--- config.mk ---
export PLATFORM = sky130hd
export DESIGN_NAME = bus_arbiter
export DESIGN_NICKNAME = d
export VERILOG_FILES = /design/src/rtl/bus_arb_pkg.sv /design/src/rtl/bus_arb_regs.sv /design/src/rtl/bus_arb_rr.sv /design/src/rtl/bus_arb_wdog.sv /design/src/rtl/bus_arbiter.sv
export SDC_FILE = /design/constraint.sdc
export NUM_CORES = 1
export LEC_CHECK = 0
export ABC_AREA = 1
export BUFFER_PORTS_ARGS = -buffer_cell sky130_fd_sc_hd__buf_2
export CORE_ASPECT_RATIO = 1.4
export CORE_UTILIZATION = 36
export CTS_CLUSTER_SIZE = 28
export DETAILED_ROUTE_END_ITERATION = 16
export GPL_TIMING_DRIVEN = 0
export PLACE_DENSITY = 0.58
export SETUP_SLACK_MARGIN = 0.2
export SYNTH_ARGS = -nofsm -noshare
export SYNTH_HDL_FRONTEND = slang
export SYNTH_SLANG_ARGS = --single-unit
--- constraint.sdc ---
create_clock -name clk -period 12.9 [get_ports clk]
set_clock_uncertainty 0.2 [all_clocks]
set_input_delay 3.225 -clock clk [delete_from_list [all_inputs] [get_ports clk]]
set_output_delay 3.225 -clock clk [all_outputs]
set_load 0.02 [all_outputs]
--- src/rtl/bus_arb_pkg.sv ---
package bus_arb_pkg;
  localparam int unsigned CTRL_W   = 32;
  localparam int unsigned EN_BIT   = 31;
  localparam int unsigned BDET_BIT = 1;
  localparam int unsigned WIN_LSB  = 3;
  localparam int unsigned WIN_W    = 4;
  localparam int unsigned PRIO_LSB = 7;

  typedef enum logic {
    SEL_CTRL   = 1'b0,
    SEL_STATUS = 1'b1
  } reg_sel_e;
endpackage

--- src/rtl/bus_arb_regs.sv ---
module bus_arb_regs
  import bus_arb_pkg::*;
#(
  parameter int unsigned N = 7
) (
  input  logic              clk,
  input  logic              rst_n,
  input  logic              wr_en,
  input  logic              wr_sel,
  input  logic [CTRL_W-1:0] wr_data,
  input  logic [N-1:0]      brk_set,
  output logic [CTRL_W-1:0] rd_data,
  output logic              arb_en,
  output logic              bdet_en,
  output logic [WIN_W-1:0]  win,
  output logic [N-1:0]      prio,
  output logic [N-1:0]      park_dis,
  output logic [N-1:0]      broken
);
  localparam int unsigned PARK_LSB = PRIO_LSB + N;

  logic [CTRL_W-1:0] ctrl_q;
  logic [N-1:0]      brk_q;
  logic [N-1:0]      brk_clr;

  assign brk_clr = (wr_en && wr_sel == SEL_STATUS) ? wr_data[N-1:0] : '0;

  always_ff @(posedge clk or negedge rst_n) begin
    if (!rst_n) begin
      ctrl_q <= '0;
      brk_q  <= '0;
    end else begin
      if (wr_en && wr_sel == SEL_CTRL) ctrl_q <= wr_data;
      brk_q <= (brk_q & ~brk_clr) | brk_set;
    end
  end

  assign arb_en   = ctrl_q[EN_BIT];
  assign bdet_en  = ctrl_q[BDET_BIT];
  assign win      = ctrl_q[WIN_LSB +: WIN_W];
  assign prio     = ctrl_q[PRIO_LSB +: N];
  assign park_dis = ctrl_q[PARK_LSB +: N];
  assign broken   = brk_q;
  assign rd_data  = (wr_sel == SEL_STATUS) ? {{(CTRL_W-N){1'b0}}, brk_q} : ctrl_q;

  // a cleared flag that was not re-set in the same cycle reads 0 afterwards
  p_flag_clear_r10: assert property (@(posedge clk) disable iff (!rst_n)
    (wr_en && wr_sel == SEL_STATUS) |=> ((brk_q & $past(wr_data[N-1:0] & ~brk_set)) == '0));
  // flags are sticky without a clear
  p_flag_sticky_r10: assert property (@(posedge clk) disable iff (!rst_n)
    !(wr_en && wr_sel == SEL_STATUS) |=> ((brk_q & $past(brk_q)) == $past(brk_q)));
endmodule

--- src/rtl/bus_arb_rr.sv ---
module bus_arb_rr #(
  parameter int unsigned N     = 7,
  parameter int unsigned IDX_W = 3
) (
  input  logic [N-1:0]     mask,
  input  logic [IDX_W-1:0] last,
  output logic             found,
  output logic [IDX_W-1:0] idx
);
  always_comb begin
    found = 1'b0;
    idx   = last;
    for (int off = 1; off <= int'(N); off++) begin
      int cand;
      cand = (int'(last) + off) % int'(N);
      if (!found && mask[cand]) begin
        found = 1'b1;
        idx   = IDX_W'(cand);
      end
    end
  end
endmodule

--- src/rtl/bus_arb_wdog.sv ---
module bus_arb_wdog #(
  parameter int unsigned WIN_W = 4
) (
  input  logic             clk,
  input  logic             rst_n,
  input  logic             en,
  input  logic [WIN_W-1:0] win,
  input  logic             restart,
  input  logic             waiting,
  output logic             expire
);
  localparam int unsigned CNT_W = WIN_W + 1;
  localparam int unsigned FULL  = 1 << WIN_W;

  logic [CNT_W-1:0] cnt_q;
  logic [CNT_W-1:0] limit;
  logic [CNT_W-1:0] cnt_inc;

  assign limit   = (win == '0) ? CNT_W'(FULL) : {1'b0, win};
  assign cnt_inc = cnt_q + CNT_W'(1);
  assign expire  = en && !restart && waiting && (cnt_inc == limit);

  always_ff @(posedge clk or negedge rst_n) begin
    if (!rst_n)                  cnt_q <= '0;
    else if (restart || !en)     cnt_q <= '0;
    else if (expire)             cnt_q <= '0;
    else if (waiting)            cnt_q <= cnt_inc;
  end

  // a new grant always starts the window from zero
  p_restart_clears_r9: assert property (@(posedge clk) disable iff (!rst_n)
    restart |=> (cnt_q == '0));
  // no expiry while detection is off
  p_no_expire_off_r9: assert property (@(posedge clk) disable iff (!rst_n)
    !en |-> !expire);
endmodule

--- src/rtl/bus_arbiter.sv ---
module bus_arbiter
  import bus_arb_pkg::*;
#(
  parameter int unsigned N_AGENTS = 7
) (
  input  logic                clk,
  input  logic                rst_n,
  input  logic [N_AGENTS-1:0] req,
  output logic [N_AGENTS-1:0] gnt,
  input  logic                frame_n,
  input  logic                irdy_n,
  input  logic                reg_wr,
  input  logic                reg_sel,
  input  logic [CTRL_W-1:0]   reg_wdata,
  output logic [CTRL_W-1:0]   reg_rdata
);
  localparam int unsigned N     = N_AGENTS;
  localparam int unsigned IDX_W = (N > 1) ? $clog2(N) : 1;

  logic             arb_en, bdet_en;
  logic [WIN_W-1:0] win;
  logic [N-1:0]     prio, park_dis, broken, brk_set;
  logic [N-1:0]     allowed, elig, hi_mask, lo_mask;
  logic [IDX_W-1:0] owner_q, owner_d, last_hi_q, last_lo_q, hi_idx, lo_idx;
  logic             hi_found, lo_found, upd_hi, upd_lo;
  logic             started_q, idle, hold, waiting, wd_expire, restart;

  bus_arb_regs #(.N(N)) u_regs (
    .clk(clk), .rst_n(rst_n), .wr_en(reg_wr), .wr_sel(reg_sel), .wr_data(reg_wdata),
    .brk_set(brk_set), .rd_data(reg_rdata), .arb_en(arb_en), .bdet_en(bdet_en),
    .win(win), .prio(prio), .park_dis(park_dis), .broken(broken)
  );

  assign idle    = frame_n && irdy_n;
  assign allowed = arb_en ? ~broken : (~broken & N'(1));
  assign elig    = req & allowed;
  assign hi_mask = elig & prio;
  assign lo_mask = elig & ~prio;

  bus_arb_rr #(.N(N), .IDX_W(IDX_W)) u_rr_hi (
    .mask(hi_mask), .last(last_hi_q), .found(hi_found), .idx(hi_idx)
  );
  bus_arb_rr #(.N(N), .IDX_W(IDX_W)) u_rr_lo (
    .mask(lo_mask), .last(last_lo_q), .found(lo_found), .idx(lo_idx)
  );

  assign hold    = req[owner_q] && allowed[owner_q] && !started_q;
  assign waiting = hold && idle;

  always_comb begin
    owner_d = owner_q;
    upd_hi  = 1'b0;
    upd_lo  = 1'b0;
    if (idle && !hold) begin
      if (hi_found) begin
        owner_d = hi_idx;
        upd_hi  = 1'b1;
      end else if (lo_found) begin
        owner_d = lo_idx;
        upd_lo  = 1'b1;
      end else if (!(allowed[owner_q] && !park_dis[owner_q])) begin
        owner_d = '0;
      end
    end
  end

  assign restart = (owner_d != owner_q);

  bus_arb_wdog #(.WIN_W(WIN_W)) u_wdog (
    .clk(clk), .rst_n(rst_n), .en(bdet_en), .win(win),
    .restart(restart), .waiting(waiting), .expire(wd_expire)
  );

  assign brk_set = wd_expire ? gnt : '0;

  always_ff @(posedge clk or negedge rst_n) begin
    if (!rst_n) begin
      owner_q   <= '0;
      started_q <= 1'b0;
      last_hi_q <= IDX_W'(N - 1);
      last_lo_q <= IDX_W'(N - 1);
    end else begin
      owner_q <= owner_d;
      if (restart)       started_q <= 1'b0;
      else if (!frame_n) started_q <= 1'b1;
      if (upd_hi) last_hi_q <= hi_idx;
      if (upd_lo) last_lo_q <= lo_idx;
    end
  end

  assign gnt = N'(1) << owner_q;

  // never more than one grant
  p_single_grant_r1: assert property (@(posedge clk) disable iff (!rst_n)
    $onehot0(gnt));
  // grant frozen while the bus is busy
  p_busy_stable_r2: assert property (@(posedge clk) disable iff (!rst_n)
    !idle |=> $stable(gnt));
  // disabled arbitration grants no external agent
  p_disabled_internal_r3: assert property (@(posedge clk) disable iff (!rst_n)
    (idle && !arb_en) |=> (gnt[N-1:1] == '0));
  // high class wins when not held
  p_high_first_r4: assert property (@(posedge clk) disable iff (!rst_n)
    (idle && !hold && (hi_mask != '0)) |=> ((gnt & $past(prio)) != '0));
  // an expiry marks the owner broken
  p_expire_flags_r9: assert property (@(posedge clk) disable iff (!rst_n)
    wd_expire |=> ((broken & $past(gnt)) == $past(gnt)));

  generate
    for (genvar k = 1; k < int'(N); k++) begin : g_brk_chk
      // a broken external agent loses the bus at the next idle edge
      p_broken_dropped_r10: assert property (@(posedge clk) disable iff (!rst_n)
        (idle && broken[k]) |=> !gnt[k]);
    end
  endgenerate
endmodule

==> tab_implementation.tex <==
\begin{tabular}{lr}
\hline
Metric & Value \\
\hline
\multicolumn{2}{l}{\textbf{Logic synthesis}} \\
Number of enable flip-flop cells after synthesis & 0 \\
Fraction of the yosys area taken by sequential cells & 18.8\% \\
Warnings, synthesis & 0 \\
Xor and xnor area share after synthesis & 2.80\% \\
Share of the synthesized area in compound gates (AO/OA/AOI/OAI) & 12.2\% \\
Post-synthesis cell area & 7200 sq um \\
Mux share of post-synthesis cell area & 0\% \\
Fraction of the mapped netlist area in simple logic gates & 45.6\% \\
Async set-or-reset flop fraction in the synthesized netlist & 100\% \\
Dominant combinational cell family by area after synthesis & simple AND/OR/NAND/NOR gates \\
Number of distinct library cells after synthesis & 51 \\
Post-Synth Adder-Cell Area & 8.00\% \\
\#FFs+latches synth & 54 \\
Syn Nets & 1,284 \\
Post-Synthesis Cells & 1,193 \\
Main synth FF type & sky130\_fd\_sc\_hd\_\_dfrtp\_1 \\
Mean area per synthesized cell & 6.03 sq um \\
\multicolumn{2}{l}{\textbf{Cells and area}} \\
Area added between synthesis and finish & 12.5\% \\
Fraction of final layout cells sized beyond drive strength 1 & 15.5\% \\
Summed area of non-filler cells in the final layout & 8100 sq um \\
Antenna cell count & 0 \\
Net total in the final layout & 1,374 \\
\multicolumn{2}{l}{\textbf{Timing}} \\
Part of the cycle the worst path needs & 61.3\% \\
Unrepaired setup endpoints after global routing & false \\
Total Neg Setup Slack & 0 ns \\
Maximum clock frequency & 0.127 GHz \\
Number of endpoints failing setup at the final stage & 0 \\
Final number of hold-violating endpoints & 0 \\
Slew of the pin with the lowest slew margin & 0.903 ns \\
Worst slew margin & 39.3\% \\
Final-report max-slew violation count & 0 \\
Period minus WS final & 7.90 ns \\
\multicolumn{2}{l}{\textbf{Worst setup path}} \\
WP data arrival & 4.48 ns \\
Worst setup EP type & primary output \\
Critical path data required time & 9.47 ns \\
Peak fanout along the critical path & 10 \\
Startpoint class of the critical path & input port \\
Worst setup path category & in -> out \\
R2R setup slack & 7.34 ns \\
\multicolumn{2}{l}{\textbf{Clocking}} \\
Clock Path Buffers & 2 \\
Post-CTS Setup Inserts & 0 \\
CTS clock-pin slew for the worst setup and hold paths & 0.07 ns \\
H-tree levels & 2 \\
Root buffer cell & sky130\_fd\_sc\_hd\_\_clkbuf\_16 \\
Clock latency on the worst-skew pair & 0.30 ns \\
Clock tree from TritonCTS & done \\
Hold-fix buffers at CTS & 0 \\
Sinks on the clock net & 54 \\
Resized Gates After CTS & 0 \\
Clock buffers created by TritonCTS & 5 \\
\multicolumn{2}{l}{\textbf{Global route}} \\
Via count of the first global-routing pass & 7,523 \\
First-pass GRT wire length & 35,900 um \\
Largest net degree at the start of global routing & 55 \\
Overall global routing resource usage & 21.6\% \\
Total congestion overflow & 0 \\
Antenna violations before repair & 0 \\
\multicolumn{2}{l}{\textbf{Floorplan}} \\
Core Footprint & 19,400 sq um \\
Die height & 169 um \\
IO Pins & 84 \\
\# rows & 60 \\
Initial standard-cell utilization of the core & 37.2\% \\
Chip Width & 121 um \\
Die area & 20,600 sq um \\
\multicolumn{2}{l}{\textbf{Outcome}} \\
Run status & completed \\
\multicolumn{2}{l}{\textbf{Detailed routing}} \\
Post-route antenna net violation count & 0 \\
Wirelength per Cell & 14.1 um \\
Total number of vias & 7,805 \\
Number of iterations in the first detailed-routing pass & 8 \\
Number of violations reported at the end of detailed-routing iteration 0 & 470 \\
Final routed DRC violation total & 0 \\
Average vias per placed instance & 5.09 \\
Final wirelength & 21,600 um \\
\multicolumn{2}{l}{\textbf{Placed design}} \\
Final GP Congestion & 0.900 \\
Area after detailed placement & 7920 sq um \\
Port Buffers & 83 \\
Detailed placement HPWL & 17,800 um \\
\multicolumn{2}{l}{\textbf{Worst hold path}} \\
Hold Path Class & reg -> reg \\
\multicolumn{2}{l}{\textbf{Flow run}} \\
Maxcap violations & 0 \\
\hline
\end{tabular}
synth_stat cells (5+ instances only):
cell | instances | area share (%)
sky130_fd_sc_hd__inv_2 | 18 | 0.94
sky130_fd_sc_hd__nand2_4 | 6 | 0.94
sky130_fd_sc_hd__nand3_4 | 5 | 1.2
sky130_fd_sc_hd__nor3_1 | 9 | 0.63
sky130_fd_sc_hd__o21ai_2 | 5 | 0.61
sky130_fd_sc_hd__o22ai_1 | 5 | 0.43
sky130_fd_sc_hd__clkbuf_1 | 12 | 0.63
sky130_fd_sc_hd__o21ai_0 | 62 | 4.3
sky130_fd_sc_hd__nand3_2 | 15 | 2.1
sky130_fd_sc_hd__xor2_1 | 20 | 2.4
sky130_fd_sc_hd__nor2_1 | 123 | 6.4
sky130_fd_sc_hd__a21oi_1 | 43 | 3.0
sky130_fd_sc_hd__nand3_1 | 158 | 11
sky130_fd_sc_hd__nand4_1 | 28 | 2.4
sky130_fd_sc_hd__nand2_2 | 25 | 2.2
sky130_fd_sc_hd__o211ai_1 | 6 | 0.63
sky130_fd_sc_hd__ha_1 | 46 | 8.0
sky130_fd_sc_hd__inv_1 | 181 | 9.4
sky130_fd_sc_hd__o21ai_1 | 16 | 1.1
sky130_fd_sc_hd__dfrtp_1 | 50 | 17
sky130_fd_sc_hd__nand2_1 | 299 | 16
sky130_fd_sc_hd__nand4_2 | 5 | 0.87
sequential cells by signal (all words and copies together) (netlist names):
name and cells:
last_hi_q 3, last_lo_q 3, owner_q 3, started_q 1, u_regs.broken 7, u_regs.ctrl_q 32, u_wdog.cnt_q 5
metrics by stage:
step / std cells / setup WS [ns] / hold slack [ns] / utilization, %
2_1_floorplan: 1193 / 5.55 / 0.253 / -
3_3_place_gp: 1524 / 4.95 / 0.274 / 40.9
3_5_place_dp: 1524 / 4.97 / 0.276 / 40.9
4_1_cts: 1532 / 4.96 / 0.294 / 41.8
5_1_grt: 1532 / 4.87 / 0.339 / 41.8
6_report: 1532 / 5.00 / 0.291 / 41.8
kinds of logic (layout without fill, tap and decap cells):
family	Yosys count	in the layout
buffers and inverters	227	318
AOI/OAI and AO/OA	155	155
xor gates and xnor gates	23	23
DFF	54	54
and+or+nand+nor	688	688
adders and majority gates	46	46
path summary, 6_finish.rpt:
path / from / end / depth (start not counted)
min in group asynchronous: rst_n / u_wdog.cnt_q[3] / 1
worst max-delay path: reg_sel / reg_rdata[25] / 5
max in group asynchronous: rst_n / last_lo_q[0] / 1
worst max register to register: last_hi_q[0] / u_regs.broken[2] / 34
worst min-delay path: u_regs.ctrl_q[1] / u_regs.ctrl_q[1] / 2
worst min register to register: u_regs.ctrl_q[1] / u_regs.ctrl_q[1] / 2
worst max-delay path: stages:
cell and delay [ns]:
sky130_fd_sc_hd__buf_2 0.10, sky130_fd_sc_hd__clkbuf_1 0.46, sky130_fd_sc_hd__buf_1 0.41, sky130_fd_sc_hd__nor2_1 0.09, sky130_fd_sc_hd__buf_2 0.17
area by class of cell:
type	count	area, sq um
clock inverters	3	48.8
inverters	204	771
repair buffers	83	418
well taps	248	310
plain buffers	23	131
multi-input cells	912	4940
fillers	2202	11300
clock buffers	5	125
flip-flops and latches	54	1360
placed cells by master, fill, tap and decap left out, drive strengths merged:
cell type  synthesis  final
a22oi              4      4
nand3b             3      3
o211ai             7      7
a21boi             1      1
o22ai              5      5
nor2             131    131
o31ai              1      1
o2111ai            2      2
a21oi             44     44
clkinv             4      4
inv              200    201
nand2            330    330
a31oi              1      1
o311ai             1      1
o32ai              2      2
nor3              10     10
clkinvlp           0      1
xor2              20     20
nand4             34     34
dfrtp             50     50
xnor2              3      3
o21bai             1      1
a211oi             1      1
clkbuf            12     17
nor4               1      1
o21ai             83     83
o221ai             2      2
or2                1      1
dfstp              4      4
ha                46     46
nand3            178    178
bufinv             0      1
buf               11     94
per-layer routing:
metal	up-vias	routed length (um)	track usage (%)
met1	3550	9190	25.4
met5	-	0	0
met2	177	11200	40.8
met3	33	747	1.92
li1	4045	-	-
met4	0	490	6.07
Power is not shown: default switching activity piles up to over one toggle a cycle in this logic, so the estimate is an artifact.
